`src/rtl/iop_pkg.sv`:
```
package iop_pkg;
  localparam int unsigned OFS_DIN  = 0;
  localparam int unsigned OFS_CTRL = 2;
  localparam int unsigned OFS_DOUT = 4;
  localparam int unsigned OFS_DIR  = 6;

  typedef enum logic [1:0] {
    SEL_DIN  = 2'd0,
    SEL_CTRL = 2'd1,
    SEL_DOUT = 2'd2,
    SEL_DIR  = 2'd3
  } regSel_e;

  typedef struct packed {
    logic    wrCtrl;
    logic    wrDout;
    logic    wrDir;
    logic    rdValid;
    regSel_e rdSel;
  } iopStrobe_t;
endpackage

```
`src/rtl/iop_ctrl.sv`:
```
module iop_ctrl
  import iop_pkg::*;
#(
  parameter int unsigned ADDR_W   = 3,
  parameter bit          HAS_CTRL = 1'b1
) (
  input  logic [ADDR_W-1:0] busAddr,
  input  logic              busWrEn,
  output iopStrobe_t        stb
);
  always_comb begin
    stb       = '0;
    stb.rdSel = SEL_DIN;
    case (busAddr)
      ADDR_W'(OFS_DIN): begin
        stb.rdValid = 1'b1;
        stb.rdSel   = SEL_DIN;
      end
      ADDR_W'(OFS_CTRL): begin
        stb.rdValid = 1'b1;
        stb.rdSel   = SEL_CTRL;
        stb.wrCtrl  = busWrEn && HAS_CTRL;
      end
      ADDR_W'(OFS_DOUT): begin
        stb.rdValid = 1'b1;
        stb.rdSel   = SEL_DOUT;
        stb.wrDout  = busWrEn;
      end
      ADDR_W'(OFS_DIR): begin
        stb.rdValid = 1'b1;
        stb.rdSel   = SEL_DIR;
        stb.wrDir   = busWrEn;
      end
      default: ;
    endcase
  end
endmodule

```
`src/rtl/iop_datapath.sv`:
```
module iop_datapath
  import iop_pkg::*;
#(
  parameter int unsigned WIDTH    = 8,
  parameter bit          HAS_CTRL = 1'b1
) (
  input  logic             clk,
  input  logic             rstN,
  input  iopStrobe_t       stb,
  input  logic [WIDTH-1:0] busWrData,
  input  logic [WIDTH-1:0] padIn,
  input  logic [WIDTH-1:0] logicOut,
  input  logic [WIDTH-1:0] logicOe,
  input  logic [WIDTH-1:0] pldModeSel,
  input  logic [WIDTH-1:0] latchedAddr,
  input  logic             periphMode,
  input  logic [WIDTH-1:0] periphOut,
  input  logic [WIDTH-1:0] periphOe,
  output logic [WIDTH-1:0] busRdData,
  output logic [WIDTH-1:0] padOut,
  output logic [WIDTH-1:0] padOe,
  output logic [WIDTH-1:0] ctrlQ,
  output logic [WIDTH-1:0] dirQ,
  output logic [WIDTH-1:0] doutQ
);
  logic [WIDTH-1:0] syncA;
  logic [WIDTH-1:0] syncB;

  generate
    if (HAS_CTRL) begin : g_ctrl
      always_ff @(posedge clk or negedge rstN) begin
        if (!rstN)           ctrlQ <= '0;
        else if (stb.wrCtrl) ctrlQ <= busWrData;
      end
    end else begin : g_noCtrl
      assign ctrlQ = '0;
    end
  endgenerate

  always_ff @(posedge clk or negedge rstN) begin
    if (!rstN) begin
      dirQ  <= '0;
      doutQ <= '0;
      syncA <= '0;
      syncB <= '0;
    end else begin
      if (stb.wrDir)  dirQ  <= busWrData;
      if (stb.wrDout) doutQ <= busWrData;
      syncA <= padIn;
      syncB <= syncA;
    end
  end

  always_comb begin
    busRdData = '0;
    if (stb.rdValid) begin
      case (stb.rdSel)
        SEL_DIN:  busRdData = syncB;
        SEL_CTRL: busRdData = ctrlQ;
        SEL_DOUT: busRdData = doutQ;
        SEL_DIR:  busRdData = dirQ;
        default:  busRdData = '0;
      endcase
    end
  end

  for (genvar i = 0; i < WIDTH; i++) begin : g_pin
    assign padOut[i] = periphMode  ? periphOut[i]   :
                       ctrlQ[i]    ? latchedAddr[i] :
                       pldModeSel[i] ? logicOut[i]  : doutQ[i];
    assign padOe[i]  = periphMode ? periphOe[i] : (dirQ[i] | logicOe[i]);
  end
endmodule

```
`src/rtl/cfg_io_port.sv`:
```
module cfg_io_port
  import iop_pkg::*;
#(
  parameter int unsigned WIDTH    = 8,
  parameter int unsigned ADDR_W   = 3,
  parameter bit          HAS_CTRL = 1'b1
) (
  input  logic              clk,
  input  logic              rstN,
  input  logic [ADDR_W-1:0] busAddr,
  input  logic              busWrEn,
  input  logic [WIDTH-1:0]  busWrData,
  output logic [WIDTH-1:0]  busRdData,
  input  logic [WIDTH-1:0]  padIn,
  input  logic [WIDTH-1:0]  logicOut,
  input  logic [WIDTH-1:0]  logicOe,
  input  logic [WIDTH-1:0]  pldModeSel,
  input  logic [WIDTH-1:0]  latchedAddr,
  input  logic              periphMode,
  input  logic [WIDTH-1:0]  periphOut,
  input  logic [WIDTH-1:0]  periphOe,
  output logic [WIDTH-1:0]  padOut,
  output logic [WIDTH-1:0]  padOe
);
  iopStrobe_t       stb;
  logic [WIDTH-1:0] ctrlQ;
  logic [WIDTH-1:0] dirQ;
  logic [WIDTH-1:0] doutQ;

  iop_ctrl #(.ADDR_W(ADDR_W), .HAS_CTRL(HAS_CTRL)) u_ctrl (
    .busAddr(busAddr),
    .busWrEn(busWrEn),
    .stb    (stb)
  );

  iop_datapath #(.WIDTH(WIDTH), .HAS_CTRL(HAS_CTRL)) u_dp (
    .clk        (clk),
    .rstN       (rstN),
    .stb        (stb),
    .busWrData  (busWrData),
    .padIn      (padIn),
    .logicOut   (logicOut),
    .logicOe    (logicOe),
    .pldModeSel (pldModeSel),
    .latchedAddr(latchedAddr),
    .periphMode (periphMode),
    .periphOut  (periphOut),
    .periphOe   (periphOe),
    .busRdData  (busRdData),
    .padOut     (padOut),
    .padOe      (padOe),
    .ctrlQ      (ctrlQ),
    .dirQ       (dirQ),
    .doutQ      (doutQ)
  );
endmodule

```
`config.mk`:
```
export PLATFORM = sky130hd
export DESIGN_NAME = cfg_io_port
export DESIGN_NICKNAME = d
export VERILOG_FILES = /design/src/rtl/iop_pkg.sv /design/src/rtl/iop_ctrl.sv /design/src/rtl/iop_datapath.sv /design/src/rtl/cfg_io_port.sv
export SDC_FILE = /design/constraint.sdc
export NUM_CORES = 1
export LEC_CHECK = 0
export BUFFER_PORTS_ARGS = -buffer_cell sky130_fd_sc_hd__buf_4
export CAP_MARGIN = 20
export CORE_MARGIN = 2
export CORE_UTILIZATION = 45
export CTS_BUF_LIST = sky130_fd_sc_hd__clkbuf_4
export DETAILED_ROUTE_END_ITERATION = 10
export MAX_ROUTING_LAYER = met4
export PLACE_DENSITY = 0.78
export SETUP_SLACK_MARGIN = 0.3
export SYNTH_ARGS = -nofsm -noshare
export SYNTH_HDL_FRONTEND = slang
export SYNTH_SLANG_ARGS = --single-unit
```
`constraint.sdc`:
```
create_clock -name clk -period 1.4 [get_ports clk]
set_clock_uncertainty 0.2 [all_clocks]
set_input_delay 0.14 -clock clk [delete_from_list [all_inputs] [get_ports clk]]
set_output_delay 0.14 -clock clk [all_outputs]
set_load 0.02 [all_outputs]
```
==> flow_summary_export.csv <==
group,metric,value,unit
sta,worst_pin_slew,0.4930,ns
routing,wl_per_cell,15.80,µm
power_and_ir_drop,p_int,0.002278,W
synth,synthAdderAreaFrac,0,%
synth,synth_xor_area_share,0,%
layout,fillers,303,
layout,areaGrowthSynthToFinish,60.29,%
critical_path,rr_startpoint,"u_dp.doutQ[4]$_DFFE_PN0P_",
run,drv_cap,0,
die,rows,24,
layout,multi_input_area,1026,µm²
clock_tree,path_clk_slew,0.11,ns
critical_path,r2r-end,"u_dp.doutQ[4]$_DFFE_PN0P_",
synth,synth_compound_area_share,6.484,%
grt,grt_pass1_vias,1817,
grt,grt_pass1_wl,8604,µm
grt,track_usage,22.22,%
worst_hold_path,hp-class,"in -> async",
critical_path,worstPathMaxFanout,2,
placed_design,portBuffers,94,
clock_tree,cts-root-buf,"clkbuf_4",
power_and_ir_drop,p_leak,1.586,nW
grt,grt_use_met2,35.93,%
die,fp.dieW,70.78,µm
layout,regArea,1001,µm²
routing,first_pass_iters,4,
die,core_region_area,4324,µm²
critical_path,required,1.06,ns
layout,final_area,3217,µm²
grt,antenna_found_initial,0,
sta,final_critical_path_setup_slack,-0.3561,ns
routing,vias,1712,
critical_path,worst_setup_path_end_kind,"output pin",
power_and_ir_drop,combPwrFrac,37.0,%
grt,grt.overflow.total,0,
placed_design,dpl_cell_area,2868,µm²
placed_design,dp_hpwl,3661,µm
layout,num_antenna_cells,0,
clock_tree,cts_tree,"done",
critical_path,start_kind,"flop",
layout,layout-drive-gt1-share,58.95,%
critical_path,r2r_setup_slack,0.20,ns
clock_tree,clk_latency,0.32,ns
sta,setup_viol,22,
die,die_area,5010,µm²
routing,wl,5323,µm
placed_design,finalWeightedCongestion,0.7571,
synth,syn_nets,229,
sta,rsz0062_at_grt,"yes",
synth,synth_simple_gate_area_share,7.731,%
grt,grt_max_degree,41,
routing,drc_errors,0,
routing,viasPerCell,5.080,
routing,drt_iter0_drc,108,
layout,fin_util,74.39,%
power_and_ir_drop,swShare,29.43,%
synth,avgSynthCellArea,12.70,µm²
clock_tree,cts_sinks,40,
critical_path,critPathKind,"reg -> out",
sta,min_period,1.756,ns
power_and_ir_drop,seqPwrFrac,46.2,%
power_and_ir_drop,max-vdd-ir-drop,0.0005049,V
outcome,violations,"negative setup slack",
die,die_h,70.78,µm
synth,netlist_area,2007,µm²
synth,synth_cell_type_count,17,
sta,finalHoldViolCount,0,
power_and_ir_drop,p_clk_share,16.7,%
outcome,status,"finished with violations",
synth,synth_top_family_by_area,"multiplexers",
synth,yosysWarnings,0,
critical_path,crit_start,"u_dp.doutQ[3]$_DFFE_PN0P_",
synth,ys_seq_elements,40,
clock_tree,cts_buffer_depth,2,
die,top_level_ports,95,
power_and_ir_drop,power_switching,0.0009503,W
placed_design,dp_slack,-0.02511,ns
synth,synthCells,158,
sta,fmax,569.5,MHz
layout,fin_nets,356,
synth,synthMuxAreaShare,32.92,%
power_and_ir_drop,power.density,1004,nW/µm²
sta,max_slew_margin,67.13,%
synth,seq_area_frac_synth,49.88,%
grt,met1_usage,29.97,%
grt,gr-max-usage-layer,"met2",
grt,use_met3,3.704,%
power_and_ir_drop,finalPower,0.003229,W
critical_path,crit_arrival,1.42,ns
clock_tree,cts_buffers,5,
sta,maxSlewViolCount,0,
critical_path,rr_worst_depth,3,
die,start_util,46.41,%
sta,period_share,125.4,%
sta,fin_tns_setup,-4.354,ns
clock_tree,h-tree-depth,2,
routing,ant_nets,0,
## sequential cells by signal, summed over array words and instances, names as in the netlist
signal      cells
u_dp.ctrlQ      8
u_dp.dirQ       8
u_dp.doutQ      8
u_dp.syncA      8
u_dp.syncB      8
## cells in the mapped netlist (all sizes together)
| cell | n | area [µm²] |
|---|---|---|
| nand2b | 1 | 6.260 |
| o22ai | 8 | 50.05 |
| dfrtp | 40 | 1001 |
| nor4bb | 1 | 25.02 |
| nor2 | 8 | 30.03 |
| or2 | 1 | 6.260 |
| o21ai | 16 | 80.08 |
| buf | 5 | 45.04 |
| clkbuf | 4 | 15.01 |
| mux2 | 32 | 420.4 |
| nand2 | 16 | 60.06 |
| and4bb | 1 | 12.51 |
| nand4b | 1 | 15.01 |
| mux2i | 24 | 240.2 |
## cell usage in the layout (no fill, tap or decap)
cell	netlist	layout
dfrtp_1	40	40
nor2_1	8	7
or2_2	1	1
buf_4	1	95
o22ai_1	8	5
nor2_2	0	1
mux2i_1	24	21
dlygate4sd3_1	0	17
o21ai_2	0	7
o22ai_2	0	3
clkbuf_4	0	6
mux2_2	16	15
nand4b_2	1	1
nor4bb_4	1	1
buf_6	3	17
nand2b_1	1	1
and4bb_1	1	1
mux2i_4	0	2
clkinv_2	0	1
o21ai_1	0	9
mux2i_2	0	1
mux2_4	16	17
nand2_1	16	16
## timing repair
action / CTS / global route
endpoints found under the setup margin: 26 / 30
endpoints found under the hold margin: 72 / 0
buffers inserted: 3 / 1
resized for setup: 16 / 8
pin swaps: 18 / 6
hold buffers: 17 / 0
## worst max-delay path by stage
stage | end | slack [ns] | depth (start not counted)
3_5_place_dp | u_dp.ctrlQ[1]$_DFFE_PN0P_ | -0.03 | 4
6_report | padOut[3] | -0.36 | 4
4_1_cts | padOut[2] | -0.36 | 4
3_3_place_gp | u_dp.ctrlQ[0]$_DFFE_PN0P_ | -0.02 | 4
2_1_floorplan | u_dp.ctrlQ[0]$_DFFE_PN0P_ | 0.08 | 4
5_1_grt | padOut[2] | -0.40 | 4
## cell families (layout without fill, tap and decap cells)
group / Yosys count / count (layout)
AND/OR/NAND/NOR: 29 / 29
AO/OA/AOI/OAI: 24 / 24
flip-flops: 40 / 40
buffers and inverters: 9 / 136
multiplexers: 56 / 56
## area by class of cell
class	count	share of cell area [%]
multi-input cells	109	31.89
clock inverters	1	0.1556
clock buffers	6	1.400
flip-flops and latches	40	31.12
well taps	52	2.023
repair buffers	129	33.41
## through the flow
step / std cells / hold WS, ns
after global routing: 337 / 0.1385
after floorplan: 158 / -0.3556
after global placement: 309 / -0.06268
final: 337 / 0.1104
after detailed placement: 309 / -0.06142
after CTS: 336 / 0.1182
## per-layer routing
metal  vias to the layer above  share of wire [%]
li1                        820                  -
met5                         -                  0
met3                         2                5.6
met2                        60                 51
met1                       830                 42
met4                         0               0.47
## power by group through the flow
stage                     clock network [W]  logic (W)  registers (W)
after floorplan                           0   0.000613        0.00145
after global placement                    0   0.000992        0.00150
after detailed placement                  0    0.00102        0.00150
after CTS                          0.000552    0.00115        0.00148
after global routing               0.000591    0.00128        0.00152
final                              0.000540    0.00120        0.00149
## critical path: stages, from the launching register on
cell	delay, ns
dfrtp_1	0.42
mux2_2	0.28
mux2i_2	0.18
o21ai_2	0.08
buf_6	0.14
Note: power is estimated with default switching activity, not from simulation.
